--- src/rtl/tft_timing_pkg.sv ---
package tft_timing_pkg;
  localparam int DIV_W  = 10;
  localparam int HSW_W  = 8;
  localparam int HBP_W  = 7;
  localparam int HACT_W = 11;
  localparam int HFP_W  = 8;
  localparam int VSW_W  = 6;
  localparam int VBP_W  = 8;
  localparam int VACT_W = 10;
  localparam int VFP_W  = 8;
  localparam int MODE_W = 4;
  localparam int COMP_W = 8;
  localparam int PIX_W  = 3 * COMP_W;
  localparam int H_CNT_W = HACT_W + 2;
  localparam int V_CNT_W = VACT_W + 2;

  localparam logic [MODE_W-1:0] MODE_RGB565 = MODE_W'(12);
  localparam logic [MODE_W-1:0] MODE_RGB888 = MODE_W'(13);

  typedef struct packed {
    logic [DIV_W-1:0]  div;
    logic [HSW_W-1:0]  hsw;
    logic [HBP_W-1:0]  hbp;
    logic [HACT_W-1:0] hact;
    logic [HFP_W-1:0]  hfp;
    logic [VSW_W-1:0]  vsw;
    logic [VBP_W-1:0]  vbp;
    logic [VACT_W-1:0] vact;
    logic [VFP_W-1:0]  vfp;
    logic              inv_hs;
    logic              inv_vs;
    logic              inv_de;
    logic              inv_pclk;
    logic [MODE_W-1:0] mode;
  } tft_cfg_t;

  typedef struct packed {
    logic [COMP_W-1:0] r;
    logic [COMP_W-1:0] g;
    logic [COMP_W-1:0] b;
  } tft_rgb_t;

  function automatic tft_rgb_t unpack_word(input logic [MODE_W-1:0] mode,
                                           input logic [PIX_W-1:0] w);
    tft_rgb_t o;
    o = '0;
    if (mode == MODE_RGB565) begin
      o.r = {w[15:11], w[15:13]};
      o.g = {w[10:5],  w[10:9]};
      o.b = {w[4:0],   w[4:2]};
    end else if (mode == MODE_RGB888) begin
      o.r = w[23:16];
      o.g = w[15:8];
      o.b = w[7:0];
    end
    return o;
  endfunction
endpackage

--- src/rtl/tft_pclk_div.sv ---
module tft_pclk_div #(
  parameter int DW = 10
) (
  input  logic          clk,
  input  logic          rst_n,
  input  logic          en,
  input  logic [DW-1:0] div,
  output logic          ce,
  output logic          phase
);
  logic [DW-1:0] cnt;

  always_ff @(posedge clk or negedge rst_n) begin
    if (!rst_n) begin
      cnt   <= '0;
      phase <= 1'b0;
    end else if (!en) begin
      cnt   <= '0;
      phase <= 1'b0;
    end else if (cnt == div) begin
      cnt   <= '0;
      phase <= ~phase;
    end else begin
      cnt <= cnt + 1'b1;
    end
  end

  // one enable per full period: second half, last bus cycle
  assign ce = en && phase && (cnt == div);
endmodule

--- src/rtl/tft_axis_seq.sv ---
module tft_axis_seq #(
  parameter int SW_W  = 8,
  parameter int BP_W  = 7,
  parameter int ACT_W = 11,
  parameter int FP_W  = 8,
  parameter int CNT_W = 13
) (
  input  logic             clk,
  input  logic             rst_n,
  input  logic             clr,
  input  logic             step,
  input  logic [SW_W-1:0]  sw_m1,
  input  logic [BP_W-1:0]  bp_m1,
  input  logic [ACT_W-1:0] act_m1,
  input  logic [FP_W-1:0]  fp_m1,
  output logic             in_sync,
  output logic             in_act,
  output logic             wrap,
  output logic [ACT_W-1:0] idx
);
  logic [CNT_W-1:0] cnt, act_start, act_end, last;

  always_comb begin
    act_start = CNT_W'(sw_m1) + CNT_W'(bp_m1) + CNT_W'(2);
    act_end   = act_start + CNT_W'(act_m1) + CNT_W'(1);
    last      = act_end + CNT_W'(fp_m1);
  end

  assign in_sync = (cnt <= CNT_W'(sw_m1));
  assign in_act  = (cnt >= act_start) && (cnt < act_end);
  assign idx     = in_act ? ACT_W'(cnt - act_start) : '0;
  assign wrap    = step && (cnt == last);

  always_ff @(posedge clk or negedge rst_n) begin
    if (!rst_n)     cnt <= '0;
    else if (clr)   cnt <= '0;
    else if (wrap)  cnt <= '0;
    else if (step)  cnt <= cnt + 1'b1;
  end
endmodule

--- src/rtl/tft_timing_gen.sv ---
module tft_timing_gen
  import tft_timing_pkg::*;
(
  input  logic              clk,
  input  logic              rst_n,
  input  logic              en,
  input  logic [DIV_W-1:0]  cfg_div,
  input  logic [HSW_W-1:0]  cfg_hsw,
  input  logic [HBP_W-1:0]  cfg_hbp,
  input  logic [HACT_W-1:0] cfg_hact,
  input  logic [HFP_W-1:0]  cfg_hfp,
  input  logic [VSW_W-1:0]  cfg_vsw,
  input  logic [VBP_W-1:0]  cfg_vbp,
  input  logic [VACT_W-1:0] cfg_vact,
  input  logic [VFP_W-1:0]  cfg_vfp,
  input  logic              cfg_inv_hs,
  input  logic              cfg_inv_vs,
  input  logic              cfg_inv_de,
  input  logic              cfg_inv_pclk,
  input  logic [MODE_W-1:0] cfg_mode,
  input  logic              pix_valid,
  output logic              pix_ready,
  input  logic [PIX_W-1:0]  pix_data,
  output logic              pclk,
  output logic              pix_ce,
  output logic              hsync,
  output logic              vsync,
  output logic              de,
  output logic [COMP_W-1:0] red,
  output logic [COMP_W-1:0] green,
  output logic [COMP_W-1:0] blue,
  output logic [HACT_W-1:0] pix_x,
  output logic [VACT_W-1:0] line_y,
  output logic              sof
);
  tft_cfg_t cfg_live, shad;
  logic     ce, phase;
  logic     h_sync, h_act, h_wrap;
  logic     v_sync, v_act, v_wrap;
  logic     hs_act, vs_act, de_act;
  logic     run, sof_q;
  tft_rgb_t px;

  assign cfg_live = '{div: cfg_div, hsw: cfg_hsw, hbp: cfg_hbp, hact: cfg_hact,
                      hfp: cfg_hfp, vsw: cfg_vsw, vbp: cfg_vbp, vact: cfg_vact,
                      vfp: cfg_vfp, inv_hs: cfg_inv_hs, inv_vs: cfg_inv_vs,
                      inv_de: cfg_inv_de, inv_pclk: cfg_inv_pclk, mode: cfg_mode};

  // working copy: follows the inputs while idle, reloads at frame boundary
  always_ff @(posedge clk or negedge rst_n) begin
    if (!rst_n)                shad <= '0;
    else if (!en || v_wrap)    shad <= cfg_live;
  end

  tft_pclk_div #(.DW(DIV_W)) u_div (
    .clk(clk), .rst_n(rst_n), .en(en), .div(shad.div), .ce(ce), .phase(phase)
  );

  tft_axis_seq #(.SW_W(HSW_W), .BP_W(HBP_W), .ACT_W(HACT_W), .FP_W(HFP_W),
                 .CNT_W(H_CNT_W)) u_hseq (
    .clk(clk), .rst_n(rst_n), .clr(!en), .step(ce),
    .sw_m1(shad.hsw), .bp_m1(shad.hbp), .act_m1(shad.hact), .fp_m1(shad.hfp),
    .in_sync(h_sync), .in_act(h_act), .wrap(h_wrap), .idx(pix_x)
  );

  tft_axis_seq #(.SW_W(VSW_W), .BP_W(VBP_W), .ACT_W(VACT_W), .FP_W(VFP_W),
                 .CNT_W(V_CNT_W)) u_vseq (
    .clk(clk), .rst_n(rst_n), .clr(!en), .step(h_wrap),
    .sw_m1(shad.vsw), .bp_m1(shad.vbp), .act_m1(shad.vact), .fp_m1(shad.vfp),
    .in_sync(v_sync), .in_act(v_act), .wrap(v_wrap), .idx(line_y)
  );

  assign hs_act = en && h_sync;
  assign vs_act = en && v_sync;
  assign de_act = en && h_act && v_act;

  always_ff @(posedge clk or negedge rst_n) begin
    if (!rst_n) begin
      run   <= 1'b0;
      sof_q <= 1'b0;
    end else begin
      run   <= en;
      sof_q <= v_wrap;
    end
  end

  assign sof = en && (!run || sof_q);

  assign pix_ce    = ce;
  assign pclk      = phase ^ shad.inv_pclk;
  assign hsync     = hs_act ^ shad.inv_hs;
  assign vsync     = vs_act ^ shad.inv_vs;
  assign de        = de_act ^ shad.inv_de;
  assign pix_ready = de_act && ce;

  assign px    = unpack_word(shad.mode, pix_data);
  assign red   = (de_act && pix_valid) ? px.r : '0;
  assign green = (de_act && pix_valid) ? px.g : '0;
  assign blue  = (de_act && pix_valid) ? px.b : '0;
endmodule

--- config.mk ---
export PLATFORM = sky130hd
export DESIGN_NAME = tft_timing_gen
export DESIGN_NICKNAME = d
export VERILOG_FILES = /design/src/rtl/tft_timing_pkg.sv /design/src/rtl/tft_pclk_div.sv /design/src/rtl/tft_axis_seq.sv /design/src/rtl/tft_timing_gen.sv
export SDC_FILE = /design/constraint.sdc
export NUM_CORES = 1
export LEC_CHECK = 0
export ABC_CLOCK_PERIOD_IN_PS = 14700
export CAP_MARGIN = 0
export CORE_MARGIN = 5
export CORE_UTILIZATION = 27
export CTS_BUF_LIST = sky130_fd_sc_hd__clkbuf_8
export DETAILED_ROUTE_END_ITERATION = 8
export DONT_BUFFER_PORTS = 1
export GPL_TIMING_DRIVEN = 1
export SYNTH_ARGS = -nofsm -noshare
export SYNTH_HDL_FRONTEND = slang
export SYNTH_SLANG_ARGS = --single-unit
export TNS_END_PERCENT = 1
--- constraint.sdc ---
create_clock -name clk -period 14.7 [get_ports clk]
set_input_delay 2.94 -clock clk [delete_from_list [all_inputs] [get_ports clk]]
set_output_delay 2.94 -clock clk [all_outputs]
set_load 0.02 [all_outputs]
**Yosys cells after proc, flatten, opt, wreduce, memory -nomap -nowiden**

Cells that the tools add are included.

- Bits in registers: 122
- Input port bits: 112
- Logic and storage cells: 88

- Add/subtract/negate cells: 15
- $lt $le $gt $ge: 6
- Eq/ne operators: 8
- Multiplexer cells: 17
- Bitwise operators: 5
- Reductions and logical operators: 17

Operator list:

| operator | number |
|---|---|
| $mux 24 | 2 |
| $mux 13 | 3 |
| $mux 12 | 3 |
| $mux 10 | 3 |
| $add 13x1->13 const B | 2 |
| $add 12x1->12 const B | 2 |
| $mux 8 | 3 |
| $add 9x2->10 const B | 2 |
| $add 13x11->13 | 1 |
| $add 13x8->13 | 1 |
| $eq 13x13->1 | 1 |
| $ge 13x13->1 | 1 |
| $le 13x8->1 | 1 |
| $logic_and 1x1->1 | 13 |
| $lt 13x13->1 | 1 |
| $add 12x10->12 | 1 |
| $add 12x8->12 | 1 |
| $eq 12x12->1 | 1 |
| $ge 12x12->1 | 1 |
| $le 12x6->1 | 1 |
| $lt 12x12->1 | 1 |
| $mux 11 | 1 |
| $sub 11x11->11 | 1 |
| $add 10x1->10 const B | 1 |
| 12 further kinds | 20 |

**Longest topological paths before layout**

- Depth after elaboration: 10
- Gate-level depth with buffers: 26

**Hierarchy**

A second synthesis with hierarchy kept.

- Cells, all modules: 1051
- Area total of the unflattened synthesis: 10336.2 um^2

By module, submodules not included:

| module | instances | cells an instance | area each (um^2) | sequential area each (um^2) |
|---|---|---|---|---|
| tft_timing_gen | 1 | 248 | 3881.2 | 2152.1 |
| tft_axis_seq at u_hseq | 1 | 387 | 3075.4 | 325.3 |
| tft_axis_seq at u_vseq | 1 | 351 | 2735.1 | 300.3 |
| tft_pclk_div | 1 | 65 | 644.4 | 275.3 |

**Worst setup path before layout**

No wires, ideal clock.

- Path kind: register -> output
- From: register shad[61] in the netlist's numbering
- To: output port blue[0]
- Arrival time: 5667 ps
- Setup slack: 6093 ps
- Cell stages (with the launch flop): 24
- Cells stage by stage: dfrtp_1 > ha_1 > ha_1 > a21o_1 > a21oi_1 > o21bai_1 > a21oi_1 > o21bai_1 > a21o_1 > ha_1 > a21oi_1 > and2_1 > o21ai_1 > a211oi_1 > ha_1 > a21o_1 > a211o_1 > or4_1 > o21ai_0 > o21ai_0 > or3_1 > clkbuf_1 > clkbuf_1 > nor3b_1

- Cells in the longest elaborated chain, start to end: 10
- Elaborated cells on any way between the ends: 11
- Those cells by class: 4 x add/sub; 2 x order compare; 1 x mux; 4 x reduce/logical

RTL lines:

| item | line | text |
|---|---|---|
| from (decl) | tft_timing_gen.sv:36 | `tft_cfg_t cfg_live, shad;` |
| from (signal assigned) | tft_timing_gen.sv:52 | `else if (!en \|\| v_wrap) shad <= cfg_live;` |
| $add 8x7->9 * | tft_axis_seq.sv:24 | `act_start = CNT_W'(sw_m1) + CNT_W'(bp_m1) + CNT_W'(2);` |
| $add 9x2->10 * | tft_axis_seq.sv:24 |  |
| $add 13x11->13 | tft_axis_seq.sv:25 | `act_end = act_start + CNT_W'(act_m1) + CNT_W'(1);` |
| $add 13x1->13 | tft_axis_seq.sv:25 |  |
| $lt 13x13->1 | tft_axis_seq.sv:30 | `assign in_act = (cnt >= act_start) && (cnt < act_end);` |
| $logic_and 1x1->1 * | tft_axis_seq.sv:30 |  |
| $logic_and 1x1->1 * (2 in series) | tft_timing_gen.sv:75 | `assign de_act = en && h_act && v_act;` |
| $logic_and 1x1->1 * | tft_timing_gen.sv:99 | `assign blue = (de_act && pix_valid) ? px.b : '0;` |
| $mux 8 * | tft_timing_gen.sv:99 |  |
| to (decl) | tft_timing_gen.sv:31 | `output logic [COMP_W-1:0] blue,` |

Every way passes the cells marked *; elsewhere a longest branch is shown, timed or not.

**Final worst setup path**

- From: register shad[68] in the netlist's numbering
- To: output port green[5]

- Cells in the longest elaborated chain, start to end: 10
- Elaborated cells on any way between the ends: 11
- Those cells by class: 4 x add/sub; 2 x order compare; 1 x mux; 4 x reduce/logical

RTL lines:

| item | line | text |
|---|---|---|
| $add 8x7->9 * | tft_axis_seq.sv:24 |  |
| $add 9x2->10 * | tft_axis_seq.sv:24 |  |
| $add 13x11->13 | tft_axis_seq.sv:25 |  |
| $add 13x1->13 | tft_axis_seq.sv:25 |  |
| $lt 13x13->1 | tft_axis_seq.sv:30 |  |
| $logic_and 1x1->1 * | tft_axis_seq.sv:30 |  |
| $logic_and 1x1->1 * (2 in series) | tft_timing_gen.sv:75 |  |
| $logic_and 1x1->1 * | tft_timing_gen.sv:98 | `assign green = (de_act && pix_valid) ? px.g : '0;` |
| $mux 8 * | tft_timing_gen.sv:98 |  |
| to (decl) | tft_timing_gen.sv:30 | `output logic [COMP_W-1:0] green,` |

Marks and branches as above.

==> impl_metrics.csv <==
group,metric,value,unit
outcome,status,"finished clean",
run,max-cap-violations,0,
power,p_int,996,µW
setup_path,crit_family,"compound AO/OA/AOI/OAI gates",
routing,ant_nets,0,
global_route,grt-busiest-layer,"met2",
cts,clockRootBuffer,"clkbuf_8",
routing,viasPerCell,5.00,
cts,cts_buffers,17,
synthesis,synthCells,1062,
timing,slew_viol_final,0,
setup_path,endpoint_kind,"output pin",
power,peakVddDrop,0.0680,mV
synthesis,synth_flop_cell,"dfrtp_1",
cells_and_area,mostFrequentLayoutCells,"dfrtp_1, ha_1, inv_1",
die,core.rowCount,70,
timing,timing.fmax,103,MHz
synthesis,ys_seq_area_share,30.5,%
setup_path,cpMaxStageDelayCell,"nor3b_1",
die,coreArea,36600,µm²
timing,max_slew_margin,13.4,%
power,netSwitchingPower,710,µW
synthesis,synth-seq-cells,122,
setup_path,critical_path_class,"reg -> out",
timing,min_period,9.73,ns
setup_path,worstPathArrival,6.79,ns
cells_and_area,final_common_cell,"dfrtp_1",
cells_and_area,layout-drive-gt1-share,4.31,%
cts,cts_sinks,122,
synthesis,synth_edf_count,0,
power,pwr-share-comb,58.2,%
die,initial_utilization,27.4,%
cells_and_area,syn2layout_area_growth,9.15,%
cts,cts.htree.levels,4,
setup_path,path_cells,"ha_1 -> ha_1 -> a21o_1 -> a21oi_1 -> o21bai_1 -> a21oi_1 -> o21bai_1 -> a21o_1 -> ha_1 -> a21oi_1 -> and2_1 -> o21ai_1 -> a211oi_1 -> ha_1 -> a21o_1 -> a211o_1 -> or4_1 -> o21ai_0 -> o21ai_1 -> or3_1 -> nor3b_1",
global_route,grt_pass1_wl,42200,µm
global_route,antenna_found_initial,5,
placement,hpwl,20300,µm
global_route,grt_pass1_vias,7679,
worst_hold_path,hold_path_class,"reg -> reg",
setup_path,critPathMaxStageDelay,0.77,ns
global_route,use_met2,20.7,%
synthesis,synth_area_leaders,"dfrtp_1, ha_1, mux2_1",
global_route,met1_usage,16.7,%
setup_path,cp_common_cell,"ha_1",
setup_path,r2r_setup_slack,8.32,ns
timing,fin_crit_sh,66.2,%
die,io_pins,164,
cts,clk_latency,0.46,ns
cells_and_area,fin_nets,1294,
routing,drtIter0Drc,446,
cts,cts_hold_buf,0,
timing,setup_viol_count_final,0,
setup_path,startpoint_type,"register",
routing,vias,7688,
power,pwr-share-clk,19.6,%
timing,timing.setup.tns,0,ns
placement,gp_congestion,0.856,
routing,drc,0,
timing,final_hold_viol_count,0,
routing,firstDrtPassIters,5,
cells_and_area,postLayoutCoreUtil,29.9,%
global_route,use_met3,4.01,%
setup_path,worstPathRequired,11.76,ns
die,die_y,203,µm
routing,routedWlPerCell,17.0,µm
synthesis,synth_top_area_share,30.5,%
power,finalPower,1.71,mW
synthesis,yosys_warnings,0,
global_route,grt_overflow_total,0,
cts,clkTransAtPathRegs,0.09,ns
setup_path,crit_buf_inv,0,
die,dieArea,41100,µm²
placement,io_buffer_count,0,
die,die_w,203,µm
synthesis,async_flop_share,100,%
cts,cts_tree,"done",
cts,cts_buffer_depth,2,
cts,cts_setup_buffers,0,
cts,cts_resized,0,
power,power.density,156,nW/µm²
power,p_sw_share,41.6,%
timing,max_slew.worst_pin.slew,1.29,ns
synthesis,synth_area_per_cell,9.44,µm²
synthesis,syn_area,10000,µm²
synthesis,ys_types,65,
global_route,grt_usage,12.8,%
synthesis,synth_largest_area_cell,"dfrtp_1",
global_route,grt_max_degree,123,
power,leakagePower,4.82,nW
power,p_seq_share,22.2,%
setup_path,cp_max_fo,25,
routing,drt-total-wl,26200,µm
timing,rsz0062_at_grt,"no",
synthesis,syn_nets,1300,
timing,skew,0.0182,ns
==> flip-flops by register name (all words and copies together), names as in the netlist <==
register     flops
shad            84
u_hseq.cnt      13
u_vseq.cnt      12
u_div.cnt       10
run              1
sof_q            1
u_div.phase      1
==> kinds of logic after synthesis <==
group,after synthesis,synth area share (%)
AO/OA/AOI/OAI,218,14.6
XOR/XNOR,95,8.30
adder cells (fa/ha/maj),126,16.3
buffers and inverters,130,5.39
flip-flops,122,30.5
multiplexers,88,9.84
AND/OR/NAND/NOR,283,15.1
==> layer usage <==
metal / routed length (µm) / vias to the layer above
met5: 0 / -
met1: 12100 / 3687
met3: 1490 / 29
met4: 490 / 0
li1: - / 3797
met2: 12000 / 175
==> power groups by stage <==
stage               Clock [mW]  Sequential, mW  Combinational (mW)
floorplan                    0           0.377               0.822
global placement             0           0.384               0.969
detailed placement           0           0.385               0.988
CTS                      0.351           0.378               0.997
global route             0.366           0.381                1.13
finish                   0.335           0.378               0.993
==> layout make-up <==
type	instances	area, µm²
clock buffers	20	275
multi-input cells	810	6450
diodes	3	7.51
flip-flops and latches	122	3050
well taps	468	586
repair buffers	7	52.6
fillers	3816	25700
inverters	98	368
clock inverters	10	150
==> metrics by stage <==
step / cells / hold slack (ns) / worst slack [ns] / cell area (µm²)
after floorplan: 1062 / 0.458 / 6.09 / 10000
after detailed placement: 1505 / 0.475 / 5.47 / 10500
after CTS: 1535 / 0.494 / 4.89 / 10900
after global routing: 1537 / 0.507 / 4.41 / 10900
after global placement: 1505 / 0.467 / 5.70 / 10500
final: 1538 / 0.489 / 4.97 / 10900
==> path summary, 6_finish.rpt <==
| check | startpoint | cells past startpoint | to |
|---|---|---|---|
| setup / recovery | shad[68] | 21 | green[5] |
| hold / removal | shad[2] | 1 | shad[2] |
| setup reg to reg | shad[68] | 23 | shad[67] |
| hold reg to reg | shad[2] | 1 | shad[2] |
| max in group asynchronous | rst_n | 0 | shad[72] |
| min in group asynchronous | rst_n | 0 | u_hseq.cnt[7] |
==> synthesized netlist by cell type, types with 6 or more instances <==
library cell / count
and3_1: 16
a21oi_1: 52
xnor2_1: 63
a211oi_1: 7
o21a_1: 19
fa_1: 8
nand4_1: 17
or3_1: 8
nor2b_1: 17
mux2_1: 84
ha_1: 118
nor3_1: 16
nand2b_1: 9
xor2_1: 32
inv_1: 97
dfrtp_1: 122
o21bai_1: 8
a21o_1: 19
o21ai_0: 32
a22oi_1: 25
clkbuf_1: 22
nand2_1: 40
nor4_1: 10
nor3b_1: 26
o22ai_1: 10
nor2_1: 75
nand3_1: 27
buf_6: 6
Power figures use the tool's default switching activity.
